$ cat config.mk
export PLATFORM = sky130hd
export DESIGN_NAME = insn_len_decoder
export DESIGN_NICKNAME = d
export VERILOG_FILES = /design/src/rtl/ild_pkg.sv /design/src/rtl/ild_opclass.sv /design/src/rtl/ild_modrm.sv /design/src/rtl/ild_fsm.sv /design/src/rtl/insn_len_decoder.sv
export SDC_FILE = /design/constraint.sdc
export NUM_CORES = 1
export LEC_CHECK = 0
export BUFFER_PORTS_ARGS = -buffer_cell sky130_fd_sc_hd__buf_4
export CAP_MARGIN = 15
export CORE_ASPECT_RATIO = 1.2
export CORE_MARGIN = 2
export CORE_UTILIZATION = 50
export DETAILED_ROUTE_END_ITERATION = 6
export PLACE_DENSITY = 0.7
export SYNTH_ARGS = -nofsm -noshare
export SYNTH_HDL_FRONTEND = slang
export SYNTH_SLANG_ARGS = --single-unit
$ cat constraint.sdc
create_clock -name clk -period 3.4 [get_ports clk]
set_clock_uncertainty 0.05 [all_clocks]
set_input_delay 0.51 -clock clk [delete_from_list [all_inputs] [get_ports clk]]
set_output_delay 0.51 -clock clk [all_outputs]
set_load 0.02 [all_outputs]
$ cat src/rtl/ild_pkg.sv
package ild_pkg;
    localparam int BYTE_W     = 8;
    localparam int ADDR_BYTES = 2;
    localparam int IMM_MAX    = 4;
    localparam int LEN_W      = 4;
    localparam int IMM_LEN_W  = $clog2(IMM_MAX + 1);
    localparam int IDX_W      = $clog2(IMM_MAX);
    localparam int ADDR_W     = BYTE_W * ADDR_BYTES;
    localparam int IMM_W      = BYTE_W * IMM_MAX;

    localparam logic [BYTE_W-1:0] OP_SXT_BW  = 8'h98;
    localparam logic [BYTE_W-1:0] OP_SXT_WD  = 8'h99;
    localparam logic [BYTE_W-1:0] OP_SWI     = 8'hCD;
    localparam logic [BYTE_W-1:0] OP_ALU_IB  = 8'h83;
    localparam logic [BYTE_W-1:0] OP_ALU_IW  = 8'h81;
    localparam logic [BYTE_W-1:0] OP_UNARY   = 8'hF7;
    localparam logic [BYTE_W-1:0] OP_GRP_FF  = 8'hFF;
    localparam logic [BYTE_W-1:0] OP_ADD_ST  = 8'h01;
    localparam logic [BYTE_W-1:0] OP_ADD_LD  = 8'h03;
    localparam logic [BYTE_W-1:0] OP_SUB_ST  = 8'h29;
    localparam logic [BYTE_W-1:0] OP_SUB_LD  = 8'h2B;
    localparam logic [BYTE_W-1:0] OP_MOV_ST  = 8'h89;
    localparam logic [BYTE_W-1:0] OP_MOV_LD  = 8'h8B;

    typedef enum logic [2:0] {
        ST_FIRST  = 3'd0,
        ST_OPCODE = 3'd1,
        ST_MODRM  = 3'd2,
        ST_ADDR   = 3'd3,
        ST_IMM    = 3'd4
    } ild_state_e;

    typedef struct packed {
        logic [LEN_W-1:0]     len;
        logic [BYTE_W-1:0]    opcode;
        logic                 prefix;
        logic                 modrm;
        logic                 addr_present;
        logic [IMM_LEN_W-1:0] imm_len;
        logic [ADDR_W-1:0]    addr;
        logic [IMM_W-1:0]     imm;
        logic                 illegal;
        logic                 unsupported;
    } ild_desc_t;
endpackage

$ cat src/rtl/ild_opclass.sv
module ild_opclass
    import ild_pkg::*;
(
    input  logic [BYTE_W-1:0]    opcode,
    input  logic                 wide,
    output logic                 need_modrm,
    output logic [IMM_LEN_W-1:0] imm_len,
    output logic                 illegal
);
    localparam logic [IMM_LEN_W-1:0] IMM_ONE  = IMM_LEN_W'(1);
    localparam logic [IMM_LEN_W-1:0] IMM_WORD = IMM_LEN_W'(IMM_MAX / 2);
    localparam logic [IMM_LEN_W-1:0] IMM_DWRD = IMM_LEN_W'(IMM_MAX);

    always_comb begin
        need_modrm = 1'b0;
        imm_len    = '0;
        illegal    = 1'b0;
        case (opcode)
            OP_SXT_BW, OP_SXT_WD: begin
            end
            OP_SWI: begin
                imm_len = IMM_ONE;
            end
            OP_ALU_IB: begin
                need_modrm = 1'b1;
                imm_len    = IMM_ONE;
            end
            OP_ALU_IW: begin
                need_modrm = 1'b1;
                imm_len    = wide ? IMM_DWRD : IMM_WORD;
            end
            OP_UNARY, OP_GRP_FF, OP_ADD_ST, OP_ADD_LD,
            OP_SUB_ST, OP_SUB_LD, OP_MOV_ST, OP_MOV_LD: begin
                need_modrm = 1'b1;
            end
            default: begin
                illegal = 1'b1;
            end
        endcase
    end
endmodule

$ cat src/rtl/ild_modrm.sv
module ild_modrm (
    input  logic [1:0] mode,
    input  logic [2:0] rm,
    output logic       addr_present,
    output logic       unsupported
);
    localparam logic [1:0] MODE_REG    = 2'b11;
    localparam logic [1:0] MODE_MEM    = 2'b00;
    localparam logic [2:0] RM_DIRECT   = 3'b110;

    always_comb begin
        addr_present = 1'b0;
        unsupported  = 1'b0;
        if (mode == MODE_REG) begin
            addr_present = 1'b0;
        end else if (mode == MODE_MEM && rm == RM_DIRECT) begin
            addr_present = 1'b1;
        end else begin
            unsupported = 1'b1;
        end
    end
endmodule

$ cat src/rtl/ild_fsm.sv
module ild_fsm
    import ild_pkg::*;
#(
    parameter logic [BYTE_W-1:0] PREFIX_CODE = 8'h66
) (
    input  logic                 clk,
    input  logic                 rst,
    input  logic                 in_valid,
    input  logic [BYTE_W-1:0]    in_byte,
    output logic                 in_ready,
    output logic                 cur_prefix,
    input  logic                 cls_modrm,
    input  logic [IMM_LEN_W-1:0] cls_imm_len,
    input  logic                 cls_illegal,
    input  logic                 mr_addr,
    input  logic                 mr_unsup,
    output logic                 d_valid,
    output ild_desc_t            d_out
);
    typedef struct packed {
        ild_state_e       state;
        logic [IDX_W-1:0] idx;
        ild_desc_t        cur;
        ild_desc_t        out;
        logic             out_valid;
    } fsm_t;

    fsm_t             st_d, st_q;
    ild_desc_t        work;
    ild_state_e       next_state;
    logic [IDX_W-1:0] next_idx;
    logic             fire, take_op, done;

    assign in_ready   = !rst;
    assign fire       = in_valid && in_ready;
    assign cur_prefix = st_q.cur.prefix;
    assign d_valid    = st_q.out_valid;
    assign d_out      = st_q.out;

    always_comb begin
        st_d          = st_q;
        st_d.out_valid = 1'b0;
        work          = st_q.cur;
        next_state    = st_q.state;
        next_idx      = st_q.idx;
        take_op       = 1'b0;
        done          = 1'b0;
        if (fire) begin
            work.len = st_q.cur.len + 1'b1;
            case (st_q.state)
                ST_FIRST: begin
                    if (in_byte == PREFIX_CODE) begin
                        work.prefix = 1'b1;
                        next_state  = ST_OPCODE;
                    end else begin
                        take_op = 1'b1;
                    end
                end
                ST_OPCODE: begin
                    take_op = 1'b1;
                end
                ST_MODRM: begin
                    work.addr_present = mr_addr;
                    work.unsupported  = mr_unsup;
                    next_idx          = '0;
                    if (mr_addr) begin
                        next_state = ST_ADDR;
                    end else if (work.imm_len != '0) begin
                        next_state = ST_IMM;
                    end else begin
                        done = 1'b1;
                    end
                end
                ST_ADDR: begin
                    work.addr[st_q.idx*BYTE_W +: BYTE_W] = in_byte;
                    if (st_q.idx == IDX_W'(ADDR_BYTES - 1)) begin
                        next_idx = '0;
                        if (work.imm_len != '0) begin
                            next_state = ST_IMM;
                        end else begin
                            done = 1'b1;
                        end
                    end else begin
                        next_idx = st_q.idx + 1'b1;
                    end
                end
                ST_IMM: begin
                    work.imm[st_q.idx*BYTE_W +: BYTE_W] = in_byte;
                    if (IMM_LEN_W'(st_q.idx) == IMM_LEN_W'(work.imm_len - 1'b1)) begin
                        done = 1'b1;
                    end else begin
                        next_idx = st_q.idx + 1'b1;
                    end
                end
                default: begin
                    next_state = ST_FIRST;
                end
            endcase

            if (take_op) begin
                work.opcode  = in_byte;
                work.modrm   = cls_modrm;
                work.imm_len = cls_imm_len;
                work.illegal = cls_illegal;
                next_idx     = '0;
                if (cls_modrm) begin
                    next_state = ST_MODRM;
                end else if (cls_imm_len != '0) begin
                    next_state = ST_IMM;
                end else begin
                    done = 1'b1;
                end
            end

            if (done) begin
                st_d.out       = work;
                st_d.out_valid = 1'b1;
                st_d.cur       = '0;
                st_d.state     = ST_FIRST;
                st_d.idx       = '0;
            end else begin
                st_d.cur   = work;
                st_d.state = next_state;
                st_d.idx   = next_idx;
            end
        end
    end

    always_ff @(posedge clk) begin
        if (rst) begin
            st_q <= '0;
        end else begin
            st_q <= st_d;
        end
    end

    // a descriptor only follows an accepted byte
    a_r11_after_handshake: assert property (@(posedge clk) disable iff (rst)
        d_valid |-> $past(fire));

    // reported length equals the sum of the reported fields
    a_r7_len_sum: assert property (@(posedge clk) disable iff (rst)
        d_valid |-> (d_out.len == LEN_W'(d_out.prefix) + LEN_W'(1) + LEN_W'(d_out.modrm)
                     + (d_out.addr_present ? LEN_W'(ADDR_BYTES) : LEN_W'(0))
                     + LEN_W'(d_out.imm_len)));

    // an address field never appears without a mod r/m byte
    a_r5_addr_needs_modrm: assert property (@(posedge clk) disable iff (rst)
        (d_valid && d_out.addr_present) |-> d_out.modrm);

    // unsupported forms consume no address bytes
    a_r9_unsup_no_addr: assert property (@(posedge clk) disable iff (rst)
        (d_valid && d_out.unsupported) |-> !d_out.addr_present);

    // a four-byte immediate requires the prefix
    a_r8_wide_needs_prefix: assert property (@(posedge clk) disable iff (rst)
        (d_valid && d_out.imm_len == IMM_LEN_W'(IMM_MAX)) |-> d_out.prefix);

    // illegal opcodes are one byte past any prefix
    a_r10_illegal_short: assert property (@(posedge clk) disable iff (rst)
        (d_valid && d_out.illegal) |-> (d_out.len == LEN_W'(d_out.prefix) + LEN_W'(1)));
endmodule

$ cat src/rtl/insn_len_decoder.sv
module insn_len_decoder
    import ild_pkg::*;
#(
    parameter logic [7:0] PREFIX_CODE = 8'h66
) (
    input  logic        clk,
    input  logic        rst,
    input  logic        in_valid,
    output logic        in_ready,
    input  logic [7:0]  in_byte,
    output logic        d_valid,
    output logic [3:0]  d_len,
    output logic [7:0]  d_opcode,
    output logic        d_prefix,
    output logic        d_modrm,
    output logic        d_addr_present,
    output logic [2:0]  d_imm_len,
    output logic [15:0] d_addr,
    output logic [31:0] d_imm,
    output logic        d_illegal,
    output logic        d_unsupported
);
    logic                 cur_prefix;
    logic                 cls_modrm, cls_illegal;
    logic [IMM_LEN_W-1:0] cls_imm_len;
    logic                 mr_addr, mr_unsup;
    ild_desc_t            desc;

    ild_opclass u_opclass (
        .opcode     (in_byte),
        .wide       (cur_prefix),
        .need_modrm (cls_modrm),
        .imm_len    (cls_imm_len),
        .illegal    (cls_illegal)
    );

    ild_modrm u_modrm (
        .mode         (in_byte[7:6]),
        .rm           (in_byte[2:0]),
        .addr_present (mr_addr),
        .unsupported  (mr_unsup)
    );

    ild_fsm #(.PREFIX_CODE(PREFIX_CODE)) u_fsm (
        .clk         (clk),
        .rst         (rst),
        .in_valid    (in_valid),
        .in_byte     (in_byte),
        .in_ready    (in_ready),
        .cur_prefix  (cur_prefix),
        .cls_modrm   (cls_modrm),
        .cls_imm_len (cls_imm_len),
        .cls_illegal (cls_illegal),
        .mr_addr     (mr_addr),
        .mr_unsup    (mr_unsup),
        .d_valid     (d_valid),
        .d_out       (desc)
    );

    assign d_len          = desc.len;
    assign d_opcode       = desc.opcode;
    assign d_prefix       = desc.prefix;
    assign d_modrm        = desc.modrm;
    assign d_addr_present = desc.addr_present;
    assign d_imm_len      = desc.imm_len;
    assign d_addr         = desc.addr;
    assign d_imm          = desc.imm;
    assign d_illegal      = desc.illegal;
    assign d_unsupported  = desc.unsupported;
endmodule

==> results of run 1 <==
==> worst max path at each step <==
stage / end / slack (ns) / cells past startpoint
after floorplan: u_fsm.st_q[103] / 0.94 / 9
after global placement: u_fsm.st_q[74] / 0.69 / 8
after detailed placement: u_fsm.st_q[71] / 0.59 / 7
after CTS: u_fsm.st_q[71] / 0.57 / 9
after global routing: u_fsm.st_q[74] / 0.36 / 9
final: u_fsm.st_q[71] / 0.54 / 9
==> kinds of logic (layout without fill, tap and decap cells) <==
family	after synthesis	in the layout	synth area share
muxes	3	3	0.00458
DFF	142	142	0.416
adders and majority gates	9	9	0.0165
and+or+nand+nor	200	200	0.147
buffers and inverters	142	140	0.119
xor gates and xnor gates	4	4	0.00513
AOI/OAI and AO/OA	288	288	0.292
==> routing by layer <==
metal / GRT usage / up-vias / share of wire
li1: - / 2791 / -
met1: 0.317 / 2742 / 0.43
met2: 0.398 / 215 / 0.48
met3: 0.0607 / 43 / 0.064
met4: 0.113 / 0 / 0.030
met5: 0 / - / 0
==> Yosys cell counts, drive strengths merged, types with 2 or more instances <==
cell type | number | area [µm²]
a311oi | 18 | 164
mux2i | 2 | 20.0
nand4 | 4 | 25.0
dfxtp | 142 | 2840
a32o | 2 | 20.0
and4 | 2 | 17.5
inv | 10 | 37.5
a22oi | 8 | 60.1
nor3 | 14 | 85.1
a21o | 3 | 22.5
clkbuf | 49 | 186
o311ai | 3 | 33.8
and3 | 20 | 125
o21ai | 28 | 140
nand2b | 3 | 18.8
nor2 | 37 | 139
nor3b | 3 | 22.5
nor2b | 5 | 31.3
and2 | 9 | 56.3
o211ai | 4 | 30.0
nand4bb | 2 | 22.5
a21oi | 114 | 571
a31oi | 4 | 25.0
a311o | 2 | 21.3
xor2 | 3 | 26.3
buf | 83 | 589
o221ai | 2 | 17.5
or3 | 4 | 25.0
a211oi | 50 | 425
nor4 | 3 | 25.0
nand2 | 76 | 285
o31ai | 8 | 88.8
a22o | 33 | 289
ha | 9 | 113
a32oi | 2 | 17.5
nand3 | 10 | 50.1
o22ai | 2 | 12.5
==> power breakdown <==
| group | leakage [nW] | internal (W) | total, W | switching [W] |
|---|---|---|---|---|
| clock network | 0.312 | 0.00130 | 0.00201 | 0.000712 |
| registers | 1.16 | 0.00172 | 0.00175 | 0.0000315 |
| logic | 1.45 | 0.000153 | 0.000428 | 0.000275 |
==> final cells by class <==
| type | instances | share of cell area |
|---|---|---|
| Tap cell | 168 | 0.0273 |
| Clock inverter | 10 | 0.0207 |
| Inverter | 10 | 0.00488 |
| Timing Repair Buffer | 98 | 0.0989 |
| Multi-Input combinational cell | 504 | 0.416 |
| Clock buffer | 22 | 0.0630 |
| Sequential cell | 142 | 0.370 |
==> stage by stage <==
stage               cell area, µm²   util  power, W  instances  worst slack, ns
CTS                           7690  0.578   0.00421        954            0.574
global placement              7050  0.530   0.00221        922            0.695
global route                  7690  0.578   0.00432        954            0.364
finish                        7690  0.578   0.00419        954            0.537
floorplan                     6830      -   0.00212        788            0.938
detailed placement            7050  0.530   0.00222        922            0.593
==> worst reg2reg max path, cell delays in order (launching register included) <==
cell      delay [ns]
dfxtp_1         0.39
inv_1           0.08
ha_1            0.30
xor2_1          0.14
and4_1          0.24
a311oi_2        0.44
o31ai_4         0.15
buf_12          0.21
o31ai_2         0.58
a22o_1          0.23
==> sequential cells by signal, indices dropped and copies added (netlist names) <==
register	cells
u_fsm.cur_prefix	1
u_fsm.d_out	68
u_fsm.d_valid	1
u_fsm.st_q	72
==> reports/summary.txt, run 1 <==
Largest stage delay, worst path - 0.51 ns
Worst hold path type - in2reg
Critical path fanouts, max - 71
Die H - 132 µm
Min Clock Period, post-route - 2.86 ns
Data arrival, critical path - 3.19 ns
Final net count - 793
# DRC - 0
Leak - 2.92 nW
Initial antenna violation count - 0
Number of DRC markers in iteration 0 - 484
Crit-path cells - inv_1, ha_1, xor2_1, and4_1, a311oi_2, o31ai_4, buf_12, o31ai_2, a22o_1
Fin Hold WS - 0.335 ns
IO buf count - 80
CTS Sinks - 142
Fin. Hold Viols - 0
Storage cell area - 2840 µm²
Proportion of layout cells with a drive suffix above 1 - 0.201
Worst-Margin Slew - 0.817 ns
Number of synthesized register bits - 142
Unique masters post-synth - 65
Routed vias - 5791
Root buffer cell - clkbuf_16
Nature of the critical path endpoint - register
RSZ-0062 raised after global routing - no
WL per Instance - 19.0 µm
FMAX - 349 MHz
Worst VDD drop - 0.419 mV
Period utilization - 0.842
Worst-case reg-to-reg path depth - 9
1st-pass router iterations - 5
Crit path launch - u_fsm.st_q[119]
Grt ovf - 0
Post-Syn Instances - 788
Cell Area, Synth - 6830 µm²
Critical path's top delay family - compound AO/OA/AOI/OAI gates
Most common library cell in the layout ignoring fill and taps - dfxtp_1
Footprint of the multi-input gates - 3200 µm²
Post-synthesis sequential area ratio - 0.416
Setup TNS - 0 ns
CTS Hold Buffers Added - 0
Chip Width - 111 µm
Prevailing post-synth register cell - dfxtp_1
R2r setup slk - 0.54 ns
Core ar. - 13300 µm²
Worst Path Buf+Inv - 2
First-pass GRT wire length - 29000 µm
Post_cts resized - 0
Area grow syn2layout - 12.6%
Number of core rows - 46
Gpl congestion - 0.900
Vias per cell - 6.07
CP required - 3.73 ns
Number of fill cells - 1186
Die area - 14600 µm²
Syn_nets - 808
Final slew viol count - 0
Crit Path Class - reg2reg
Reg2reg end - u_fsm.st_q[71]
Synthesized area per cell - 8.67 µm²
Most frequent cells in the layout - dfxtp_1 (142), a21oi_1 (114), buf_4 (96), nand2_1 (76), a211oi_1 (40)
CTS buffer count - 17
Post-synth EDFFs - 0
Min-delay src - in_valid
Setup violation total in the final timing report - 0
Synth warn - 0
Clk buf depth - 2
Clock-pin slew on the worst setup and hold paths - 0.06 ns
Largest net degree at the start of global routing - 72
Max Cap Viol - 0
Total GRT Usage - 0.248
ANT nets after route - 0
CTS H-tree depth - 4
I/O pins - 81
Post-synth ARST share - 0
Outcome - finished clean
CTS tree - yes
WHS Endpoint - u_fsm.st_q[126]
Vias in the first global route - 5520
Worst skew pair latency - 0.43 ns
Initial core utilization - 0.514
Critical R2R Launch - u_fsm.st_q[119]
Crit start category - register
DP HPWL - 12100 µm
# Post-CTS Setup Buffers - 0
Power Dens Cells - 545 nW/µm²
Max stage delay cell, worst path - o31ai_2
Total Routed Length - 18100 µm
WHS Path Cells - 2
Rel. slew slack - 0.452
N_diodes - 0
Note: power is estimated with default switching activity, not from simulation.
==> run 2: changes to the inputs <==
PLACE_DENSITY = 0.73   (was 0.7)
clock period = 2.57 ns   (was 3.4 ns; I/O delays follow)
==> run 2 against run 1 <==
  * Hold slack got worse by 0.11 ns
  * Largest power group unchanged
  * Via count rose by 6.3%
  * Cell count rose by 4.3%
  * Routed wire length rose by 9.8%
  * Highest routed layer unchanged
==> reports/summary.txt, run 2 (synthesized netlist as in run 1, its figures left out) <==
Outcome - finished clean
FMAX - 401 MHz (+15%)
Area grow syn2layout - 19.2%
First-pass GRT wire length - 30800 µm (+6.3%)
Vias per cell - 6.18 (+1.9%)
Crit Path Class - reg2reg
Fin. Hold Viols - 0 (unchanged)
Crit start category - register
Crit path launch - u_fsm.st_q[141]
Total Routed Length - 19900 µm (+9.8%)
Clock-pin slew on the worst setup and hold paths - 0.06 ns (about the same)
Chip Width - 111 µm (unchanged)
DP HPWL - 13800 µm (+14%)
Number of core rows - 46 (unchanged)
I/O pins - 81 (unchanged)
Number of fill cells - 1090 (-8.1%)
Most common library cell in the layout ignoring fill and taps - dfxtp_1
Proportion of layout cells with a drive suffix above 1 - 0.253 (+0.0517)
Reg2reg end - u_fsm.d_out[66]
CTS Hold Buffers Added - 0 (unchanged)
N_diodes - 0 (unchanged)
Final worst setup slack - 0.0756 ns (-0.462 ns)
Number of DRC markers in iteration 0 - 644 (+33%)
End point of the critical path - u_fsm.d_out[66]
Data arrival, critical path - 2.73 ns (-0.46 ns)
Worst-case reg-to-reg path depth - 8 (-1)
Final net count - 834 (+5.2%)
Worst hold path type - in2reg
Initial antenna violation count - 0 (unchanged)
Rel. slew slack - 0.590 (+0.138)
Critical path fanouts, max - 11 (-85%)
Die area - 14600 µm² (unchanged)
Largest net degree at the start of global routing - 50 (-31%)
Leak - 3.15 nW (+7.9%)
CTS H-tree depth - 4 (unchanged)
Grt ovf - 0 (unchanged)
Clk buf depth - 2 (unchanged)
Nature of the critical path endpoint - register
Root buffer cell - clkbuf_16
Non-Filler Instances - 995 (+4.3%)
Initial core utilization - 0.514 (unchanged)
Power Dens Cells - 677 nW/µm² (+24%)
Max reg flops - 72 (unchanged)
Final slew viol count - 0 (unchanged)
CTS tree - yes
Footprint of the multi-input gates - 3290 µm² (+3.0%)
CTS Sinks - 142 (unchanged)
Total GRT Usage - 0.261 (+0.0130)
# DRC - 0 (unchanged)
1st-pass router iterations - 5 (unchanged)
Placed insts - 960 (+4.1%)
IO buf count - 80 (unchanged)
Core ar. - 13300 µm² (unchanged)
Worst skew pair latency - 0.42 ns (about the same)
Vias in the first global route - 5909 (+7.0%)
Min Clock Period, post-route - 2.49 ns (-0.368 ns)
CTS buffer count - 17 (unchanged)
Max Cap Viol - 0 (unchanged)
Most frequent cells in the layout - dfxtp_1 (142), buf_4 (131), a21oi_1 (114), nand2_1 (76), a211oi_1 (39)
Setup violation total in the final timing report - 0 (unchanged)
Top reg by flops - u_fsm.st_q
CP required - 2.80 ns (-0.93 ns)
WHS Path Cells - 2 (unchanged)
R2r setup slk - 0.08 ns (-0.46 ns)
Worst VDD drop - 0.348 mV (-17%)
WL per Instance - 20.0 µm (+5.3%)
Storage cell area - 2840 µm² (unchanged)
Period utilization - 0.971 (+0.129)
Pre-CTS setup slack - -0.103 ns (-0.696 ns)
ANT nets after route - 0 (unchanged)
Critical R2R Launch - u_fsm.st_q[141]
Routed vias - 6154 (+6.3%)
Worst-Margin Slew - 0.614 ns (-0.203 ns)
Fin Hold WS - 0.229 ns (-0.106 ns)
Gpl congestion - 0.941 (+4.6%)
Die H - 132 µm (unchanged)
run 2: cell types whose count changed in the layout (fill, tap and decap cells not counted), moves of 3 or more:
cell | previous run | this run
a311oi_1 | 17 | 11
buf_12 | 2 | 5
buf_4 | 96 | 131
clkinv_4 | 1 | 4
a311oi_2 | 1 | 6
run 2: per-stage QoR:
stage / total power (W) / area (µm²) / setup TNS [ns] / util
after floorplan: 0.00280 / 6830 / 0 / -
after global placement: 0.00296 / 7370 / -0.0567 / 0.554
after detailed placement: 0.00298 / 7370 / -0.976 / 0.554
after CTS: 0.00549 / 8030 / 0 / 0.604
after global routing: 0.00566 / 8140 / -0.0327 / 0.612
final: 0.00552 / 8140 / 0 / 0.612
run 2: area by class of cell:
class	count	share of cell area
clock inverters	13	0.0201
inverters	10	0.00461
multi-input cells	504	0.404
flip-flops and latches	142	0.349
well taps	168	0.0258
repair buffers	139	0.141
clock buffers	19	0.0556
run 2: report_power, final:
| group | internal (W) | switching (W) | total [W] |
|---|---|---|---|
| registers | 0.00228 | 0.0000420 | 0.00232 |
| logic | 0.000251 | 0.000396 | 0.000647 |
| clock network | 0.00158 | 0.000969 | 0.00255 |
run 2: per-layer routing:
metal / GRT usage / part of all wire
met1: 0.314 / 0.40
met2: 0.444 / 0.50
met3: 0.0561 / 0.064
met4: 0.125 / 0.039
met5: 0 / 0
run 2: how the worst min path moves through the flow:
stage	start	slack, ns	end
6_report	in_byte[7]	0.23	u_fsm.st_q[132]
3_5_place_dp	u_fsm.st_q[125]	0.39	u_fsm.st_q[125]
3_3_place_gp	u_fsm.st_q[94]	0.39	u_fsm.st_q[94]
4_1_cts	in_byte[7]	0.22	u_fsm.st_q[132]
2_1_floorplan	u_fsm.st_q[100]	0.38	u_fsm.st_q[100]
5_1_grt	in_byte[7]	0.23	u_fsm.st_q[132]
run 2: critical path, cell delays in order, from the launching register on:
cell       delay, ns
dfxtp_1         0.40
or3b_1          0.46
a211oi_2        0.34
a311o_2         0.21
a31oi_4         0.05
buf_6           0.17
nor2_4          0.33
clkbuf_16       0.26
a311oi_2        0.09
run 2: what timing repair did:
action | 4_1_cts | 5_1_grt
gates resized for setup | 5 | 11
endpoints found under the setup margin | 30 | 85
setup buffers | 0 | 1
pin swaps | 0 | 1
gates cloned | 0 | 2
==> run 3: changes to the inputs <==
CORE_MARGIN = 1.5   (was 2)
==> run 3 against run 2 <==
  * Clock-buffer cell count is 1 lower
  * First-iteration DRC count down 18%
  * Hold slack got worse by 0.024 ns
  * Core utilization grew 0.55 points
  * Sequential cell count did not move
  * Critical path depth increased by 3
  * Global-route usage up 1.4 points
  * Cell area is 0.89% higher
  * Die area down 1.7%
  * Highest routed layer unchanged
  * Register-to-register slack about the same
  * Via count is 1.2% higher
==> reports/summary.txt, run 3 (synthesized netlist as in run 1, its figures left out) <==
Largest net degree at the start of global routing - 48 (-4.0%)
Outcome - finished clean
Max stage delay cell, worst path - a311o_2
Initial core utilization - 0.514 (unchanged)
Worst-Margin Slew - 0.586 ns (-0.0288 ns)
Chip Width - 110 µm (-0.90%)
Nature of the critical path endpoint - register
Period utilization - 0.976 (+0.00544)
Setup TNS - 0 ns (unchanged)
Gpl congestion - 0.923 (-1.9%)
Critical R2R Launch - u_fsm.st_q[120]
First-pass GRT wire length - 30200 µm (-2.2%)
CTS Hold Buffers Added - 0 (unchanged)
Worst hold path type - in2reg
Min Clock Period, post-route - 2.51 ns (+0.0140 ns)
Met3 Usage GRT - 0.0486 (-0.00748)
Critical path's top delay family - compound AO/OA/AOI/OAI gates
Worst Path Buf+Inv - 4 (+2)
Leak - 3.18 nW (+0.89%)
Final net count - 842 (+0.96%)
Final worst setup slack - 0.0616 ns (-0.0140 ns)
Crit Path Class - reg2reg
Fin. Hold Viols - 0 (unchanged)
Vias per cell - 6.21 (+0.40%)
Worst VDD drop - 0.434 mV (+25%)
Crit path launch - u_fsm.st_q[120]
DP HPWL - 13300 µm (-3.3%)
Top reg by flops - u_fsm.st_q
Crit start category - register
Routed vias - 6228 (+1.2%)
Die area - 14400 µm² (-1.7%)
Initial antenna violation count - 0 (unchanged)
GR Util met1 - 0.337 (+0.0231)
Clock-pin slew on the worst setup and hold paths - 0.07 ns (about the same)
Met2 Use GR - 0.470 (+0.0261)
CTS tree - yes
CTS Sinks - 142 (unchanged)
Final slew viol count - 0 (unchanged)
IO buf count - 80 (unchanged)
Total Routed Length - 20200 µm (+1.5%)
CP required - 2.86 ns (+0.06 ns)
Number of core rows - 46 (unchanged)
WL per Instance - 20.1 µm (+0.72%)
Max Cap Viol - 0 (unchanged)
Pre-CTS setup slack - 0.00650 ns (+0.109 ns)
Number of DRC markers in iteration 0 - 531 (-18%)
Most common library cell in the layout ignoring fill and taps - dfxtp_1
Core ar. - 13300 µm² (unchanged)
Crit-path cells - inv_2, ha_1, xor2_1, and4_4, a311o_2, a31oi_4, buf_6, nor2_4, buf_12, clkbuf_16, a211oi_1
Clk buf depth - 2 (unchanged)
Setup violation total in the final timing report - 0 (unchanged)
CTS buffer count - 17 (unchanged)
Max reg flops - 72 (unchanged)
GRT Max-Usage Layer - met2
ANT nets after route - 0 (unchanged)
Data arrival, critical path - 2.80 ns (+0.07 ns)
Worst skew pair latency - 0.43 ns (about the same)
Power Dens Cells - 653 nW/µm² (-3.6%)
Most frequent cells in the layout - dfxtp_1 (139), buf_4 (135), a21oi_1 (114), nand2_1 (76), a211oi_1 (37)
RSZ-0062 raised after global routing - yes
Root buffer cell - clkbuf_16
N_diodes - 0 (unchanged)
Total GRT Usage - 0.275 (+0.0138)
Min-delay src - in_valid
Rel. slew slack - 0.610 (+0.0192)
Die H - 131 µm (-0.76%)
Placed insts - 957 (-0.31%)
# DRC - 0 (unchanged)
Grt ovf - 0 (unchanged)
Number of fill cells - 1118 (+2.6%)
FMAX - 399 MHz (-0.56%)
Critical path fanouts, max - 19 (+8)
Largest stage delay, worst path - 0.40 ns (-0.06 ns)
Area grow syn2layout - 20.3%
Non-Filler Instances - 1003 (+0.80%)
Proportion of layout cells with a drive suffix above 1 - 0.269 (+0.0167)
I/O pins - 81 (unchanged)
Vias in the first global route - 5715 (-3.3%)
1st-pass router iterations - 6 (+1)
CTS H-tree depth - 4 (unchanged)
-- run 3: path summary, 6_finish.rpt --
kind | endpoint | slack (ns) | depth (start not counted)
worst min register to register | u_fsm.st_q[86] | 0.41 | 2
worst max-delay path | u_fsm.d_out[55] | 0.06 | 11
worst max register to register | u_fsm.d_out[55] | 0.06 | 11
worst min-delay path | u_fsm.st_q[126] | 0.21 | 2
-- run 3: repair_timing --
item,in CTS,in global routing
resized for setup,1,24
buffers inserted,0,9
endpoints found under the setup margin,2,95
pin swaps,0,4
cloned,0,5
hold endpoints to repair,0,0
-- run 3: per-stage QoR --
stage               instance area, µm²   util  total power (W)  hold slack [ns]
global route                      8220  0.618          0.00553            0.228
CTS                               7920  0.596          0.00532            0.192
finish                            8220  0.618          0.00536            0.205
global placement                  7350  0.553          0.00296            0.386
floorplan                         6830      -          0.00280            0.375
detailed placement                7350  0.553          0.00298            0.396
-- run 3: area by class of cell --
class | count | area, µm² | area share
multi-input cells | 504 | 3310 | 0.403
flip-flops and latches | 142 | 2850 | 0.346
repair buffers | 147 | 1240 | 0.151
clock buffers | 18 | 429 | 0.0522
well taps | 168 | 210 | 0.0256
clock inverters | 14 | 135 | 0.0164
inverters | 10 | 37.5 | 0.00457
-- run 3: power by group --
| group | internal, W | switching (W) |
|---|---|---|
| registers | 0.00228 | 0.0000425 |
| logic | 0.000270 | 0.000405 |
| clock network | 0.00135 | 0.00103 |
| total | 0.00389 | 0.00147 |
-- run 3: layer usage --
metal / wire length [µm] / vias up
met5: 0 / -
met4: 682 / 0
met3: 1440 / 54
met2: 10000 / 281
met1: 8040 / 3007
li1: - / 2886
